==> config.mk <==
export PLATFORM = sky130hd
export DESIGN_NAME = dpsk_tx_front
export DESIGN_NICKNAME = d
export VERILOG_FILES = /design/src/rtl/dpsk_pkg.sv /design/src/rtl/dpsk_bit_req_seq.sv /design/src/rtl/dpsk_bit_capture.sv /design/src/rtl/dpsk_diff_enc.sv /design/src/rtl/dpsk_tx_front.sv
export SDC_FILE = /design/constraint.sdc
export NUM_CORES = 1
export LEC_CHECK = 0
export BUFFER_PORTS_ARGS = -buffer_cell sky130_fd_sc_hd__buf_4
export CAP_MARGIN = 5
export CORE_AREA = 4 4 42 44
export CTS_CLUSTER_SIZE = 25
export DETAILED_ROUTE_END_ITERATION = 10
export DIE_AREA = 0 0 46 48
export PLACE_DENSITY = 0.52
export SETUP_SLACK_MARGIN = 0.5
export SYNTH_ARGS = -nofsm -noshare
export SYNTH_HDL_FRONTEND = slang
export SYNTH_HIERARCHICAL = 1
export SYNTH_SLANG_ARGS = --single-unit
==> constraint.sdc <==
create_clock -name clk_i -period 1.9 [get_ports clk_i]
set_clock_uncertainty 0.2 [all_clocks]
set_input_delay 0.095 -clock clk_i [delete_from_list [all_inputs] [get_ports clk_i]]
set_output_delay 0.095 -clock clk_i [all_outputs]
set_load 0.01 [all_outputs]
==> src/rtl/dpsk_pkg.sv <==
package dpsk_pkg;
  typedef enum logic [1:0] {SEQ_IDLE, SEQ_REQ, SEQ_WAIT} seq_state_e;

  typedef struct packed {
    logic i;
    logic q;
  } sym_t;

  // Gray pair <-> phase index; the map is its own inverse
  function automatic logic [1:0] gray_phase(input logic [1:0] v);
    return {v[1], v[1] ^ v[0]};
  endfunction
endpackage

==> src/rtl/dpsk_bit_req_seq.sv <==
module dpsk_bit_req_seq
  import dpsk_pkg::*;
#(
  parameter int unsigned REQ_LAT = 1
) (
  input  logic clk_i,
  input  logic rst_ni,
  input  logic sym_stb_i,
  input  logic qpsk_i,
  output logic bit_req_o,
  output logic sym_mode_o,
  output logic smp_o,
  output logic smp_sel_o
);
  localparam int unsigned CW = $clog2(REQ_LAT + 1);

  seq_state_e    state_q;
  logic [CW-1:0] cnt_q;
  logic          sel_q;
  logic          mode_q;
  logic          start;
  logic          smp;

  assign start = sym_stb_i && (state_q == SEQ_IDLE);
  assign smp   = (state_q == SEQ_WAIT) && (cnt_q == CW'(1));

  always_ff @(posedge clk_i or negedge rst_ni) begin
    if (!rst_ni) begin
      state_q <= SEQ_IDLE;
      cnt_q   <= '0;
      sel_q   <= 1'b0;
      mode_q  <= 1'b0;
    end else begin
      unique case (state_q)
        SEQ_IDLE: if (start) begin
          state_q <= SEQ_REQ;
          sel_q   <= 1'b0;
          mode_q  <= qpsk_i;
        end
        SEQ_REQ: begin
          state_q <= SEQ_WAIT;
          cnt_q   <= CW'(REQ_LAT);
        end
        SEQ_WAIT: begin
          if (smp) begin
            if (mode_q && !sel_q) begin
              state_q <= SEQ_REQ;
              sel_q   <= 1'b1;
            end else begin
              state_q <= SEQ_IDLE;
            end
          end else begin
            cnt_q <= cnt_q - CW'(1);
          end
        end
        default: state_q <= SEQ_IDLE;
      endcase
    end
  end

  assign bit_req_o  = (state_q == SEQ_REQ);
  assign sym_mode_o = mode_q;
  assign smp_o      = smp;
  assign smp_sel_o  = sel_q;
endmodule

==> src/rtl/dpsk_bit_capture.sv <==
module dpsk_bit_capture
  import dpsk_pkg::*;
(
  input  logic clk_i,
  input  logic rst_ni,
  input  logic smp_i,
  input  logic smp_sel_i,
  input  logic ser_data_i,
  output sym_t stg_o
);
  sym_t stg_q;

  always_ff @(posedge clk_i or negedge rst_ni) begin
    if (!rst_ni) begin
      stg_q <= '0;
    end else if (smp_i) begin
      if (smp_sel_i) stg_q.q <= ser_data_i;
      else           stg_q.i <= ser_data_i;
    end
  end

  assign stg_o = stg_q;
endmodule

==> src/rtl/dpsk_diff_enc.sv <==
module dpsk_diff_enc
  import dpsk_pkg::*;
(
  input  logic clk_i,
  input  logic rst_ni,
  input  logic sym_stb_i,
  input  logic mode_i,
  input  sym_t din_i,
  output sym_t sym_o
);
  sym_t       prev_q;
  sym_t       nxt;
  logic [1:0] ph;
  logic       b;

  always_comb begin
    ph = gray_phase(prev_q) + gray_phase(din_i);
    b  = din_i.i ^ prev_q.i;
    if (mode_i) nxt = sym_t'(gray_phase(ph));
    else        nxt = '{i: b, q: b};
  end

  always_ff @(posedge clk_i or negedge rst_ni) begin
    if (!rst_ni)        prev_q <= '0;
    else if (sym_stb_i) prev_q <= nxt;
  end

  assign sym_o = prev_q;
endmodule

==> src/rtl/dpsk_tx_front.sv <==
module dpsk_tx_front
  import dpsk_pkg::*;
#(
  parameter int unsigned REQ_LAT = 1
) (
  input  logic clk_i,
  input  logic rst_ni,
  input  logic qpsk_i,
  input  logic sym_stb_i,
  input  logic ser_data_i,
  output logic bit_req_o,
  output logic enc_i_o,
  output logic enc_q_o
);
  logic       stg_mode;
  logic       smp;
  logic       smp_sel;
  sym_t       stg;
  sym_t       enc;
  logic [1:0] stg_bits;

  dpsk_bit_req_seq #(.REQ_LAT(REQ_LAT)) u_seq (
    .clk_i      (clk_i),
    .rst_ni     (rst_ni),
    .sym_stb_i  (sym_stb_i),
    .qpsk_i     (qpsk_i),
    .bit_req_o  (bit_req_o),
    .sym_mode_o (stg_mode),
    .smp_o      (smp),
    .smp_sel_o  (smp_sel)
  );

  dpsk_bit_capture u_cap (
    .clk_i      (clk_i),
    .rst_ni     (rst_ni),
    .smp_i      (smp),
    .smp_sel_i  (smp_sel),
    .ser_data_i (ser_data_i),
    .stg_o      (stg)
  );

  // stg_mode still holds the previous symbol's mode at the strobe edge
  dpsk_diff_enc u_enc (
    .clk_i     (clk_i),
    .rst_ni    (rst_ni),
    .sym_stb_i (sym_stb_i),
    .mode_i    (stg_mode),
    .din_i     (stg),
    .sym_o     (enc)
  );

  assign stg_bits = stg;
  assign enc_i_o  = enc.i;
  assign enc_q_o  = enc.q;
endmodule

==> impl_results.md <==
* Hold Crit Class: flip-flop to flip-flop
* Hold path startpoint: u_cap/stg_o[0]
* Status: finished, final reports clean
* #FFs+latches synth at 9
* Syn Inst Count at 43
* FF+latch area at 229 sq um
* Max FO, Critical Path at 2
* IO Count at 8
* Wirelength, routed at 1050 microns
* Net count after synthesis at 49
* Via Count at 379
* Initial DRC count at 3
* Footprint of the multi-input gates at 275 sq um
* Post-synth top area cell: dfrtp_1
* Clk slew on worst S/H paths at 70 ps
* Crit path required time at 1880 ps
* Setup TNS at 0 ps
* CTS Root Buffer Type: clkbuf_4
* Worst slew pin tran at 191 ps
* H-Tree Depth at 1
* Post-synthesis async set-or-reset flop share at 1.00
* Post-Syn Area at 474 sq um
* I/O Buffers at 7
* Drt pass-1 iters at 2
* Critical R2R Launch: u_cap/stg_o[1]
* CTS buffer count at 3
* Vias/cell at 4.62
* Register area share after synthesis at 0.475
* CP Launch Point: u_cap/stg_o[1]
* Post-synth top area share at 0.475
* Unrepaired setup endpoints after global routing: yes
* P per Cell Area at 1690 nW/um^2
* First-pass GRT wire length at 1650 microns
* Slew margin rel. at 0.872
* Vias in the first global route at 404
* GRT Overall Usage at 0.109
* Fill count at 126
* Yosys cell types at 23
* Number of synthesized flops with an enable pin at 0
* Share of layout cells above drive strength 1 at 0.455
* Most frequent cells in the layout: buf_4, dfrtp_1, dlygate4sd3_1
* Final Max Slew Viols at 0
* Avg Cell Area, Syn at 11.0 sq um
* Slowest-stage cell, CP: dfrtp_1
* Crit path cell chain: xor2_1, ha_1, xor2_1, a21oi_1, o31ai_2
* Area of the die at 2210 sq um
* Largest net degree at the start of global routing at 10
* Die Wd at 46 microns
* # setup viols final at 0
* Routability congestion estimate at 0.668
* Layout area overhead at 53.0%
* Final min period at 1620 ps
* WL/cell at 12.7 microns
* Row cnt at 14
* Final Hold Vio Count at 0
* Clk Latency, worst-skew pair at 260 ps
* Pwr Total at 1.23 mW
* # diodes at 0
* Max VDD drop at 0.699 mV
* Hold_ws at 327 ps
* Max cap viols at 0
* Clock sinks at 9
* Most used cell, CP: xor2_1
* Initial core utilization at 0.330
* Critical Path End Type: flip-flop
* Initial antenna violation count at 0
* Final ANT Viol Nets at 0
* TritonCTS clock tree: built
* Nets at 73
* Remaining Overflow, GRT at 0
* CP Data Arrival Time at 1590 ps
* Lkg Pwr at 0.340 nW
* Yosys warning count at 6
* Dpl hpwl at 639 microns
* Fin crit share at 0.851
* WS Path Type: flip-flop to flip-flop
* Synth top area cells: dfrtp_1, xor2_1, nand2b_1
* Most used DFF post-synth: dfrtp_1
* Total core area at 1440 sq um
* CP startpoint kind: flip-flop
* DIE HEIGHT at 48 microns
* Slowest stage delay, CP at 400 ps
* Commonest non-fill, non-tap cell in the layout: buf_4
* DRC at 0
* Clock buffer depth at 2
* Max Freq at 618 MHz
## cell usage after synthesis, drive strengths merged, types with 2 or more instances
| library cell | n |
|---|---|
| dfrtp | 9 |
| nand2 | 4 |
| xor2 | 4 |
| mux2 | 3 |
| nand2b | 3 |
| nor2b | 3 |
| a21oi | 2 |
| inv | 2 |
## cells by family after synthesis
family | count (synthesis) | share of synthesized area
AO/OA/AOI/OAI | 7 | 0.108
XOR/XNOR | 5 | 0.0923
adder cells (fa/ha/maj) | 1 | 0.0264
buffers and inverters | 2 | 0.0158
flip-flops | 9 | 0.475
multiplexers | 3 | 0.0791
AND/OR/NAND/NOR | 16 | 0.203
## power breakdown
group / internal (mW) / switching, mW / leakage (nW)
Sequential: 0.282 / 0.0954 / 0.102
Clock: 0.0778 / 0.0719 / 0.0177
Combinational: 0.416 / 0.282 / 0.221
## state kept, by name, summed over array words and instances, names as in the netlist
register / flops
u_cap/stg_o: 2
u_enc/sym_o: 2
u_seq/cnt_q: 1
u_seq/smp_sel_o: 1
u_seq/state_q: 2
u_seq/sym_mode_o: 1
## worst max-delay path, delay by kind of cell, from the launching register on
kind | cells | cell delay (ps)
AOI/OAI and AO/OA | 2 | 310
xor gates and xnor gates | 2 | 340
adders and majority gates | 1 | 280
DFF | 1 | 400
## worst paths after layout
kind                       cells after the start  slack, ps              end
setup / recovery                               5        280   u_enc/sym_o[0]
hold / removal                                 1        330   u_cap/stg_o[0]
setup reg to reg                               5        280   u_enc/sym_o[0]
hold reg to reg                                1        330   u_cap/stg_o[0]
max in group asynchronous                      3        820   u_enc/sym_o[1]
min in group asynchronous                      3        530  u_seq/smp_sel_o
## metal layers
layer	vias up	share of wire	GRT usage
li1	196	-	-
met1	172	0.47	0.118
met2	9	0.46	0.187
met3	2	0.065	0.0564
met4	0	0.0077	0.0341
met5	-	0	0
## timing repair
item	CTS	global route
pin swaps	1	1
setup buffers	7	0
resized for setup	3	10
setup endpoints to repair	4	15
hold buffers	5	1
hold endpoints to repair	15	9
## cell type report
class,instances,share of cell area
flip-flops and latches,9,0.316
clock buffers,3,0.0310
repair buffers,19,0.229
well taps,16,0.0276
clock inverters,1,0.00690
inverters,2,0.0103
multi-input cells,32,0.379
## through the flow
| stage | util | setup slack, ps | instance area [sq um] | instances |
|---|---|---|---|---|
| global placement | 0.382 | 234 | 548 | 66 |
| detailed placement | 0.382 | 229 | 548 | 66 |
| CTS | 0.479 | 284 | 688 | 82 |
| floorplan | - | 286 | 475 | 43 |
| global route | 0.505 | 188 | 726 | 82 |
| finish | 0.505 | 283 | 726 | 82 |
No activity file was read; power rests on OpenSTA's default activity.
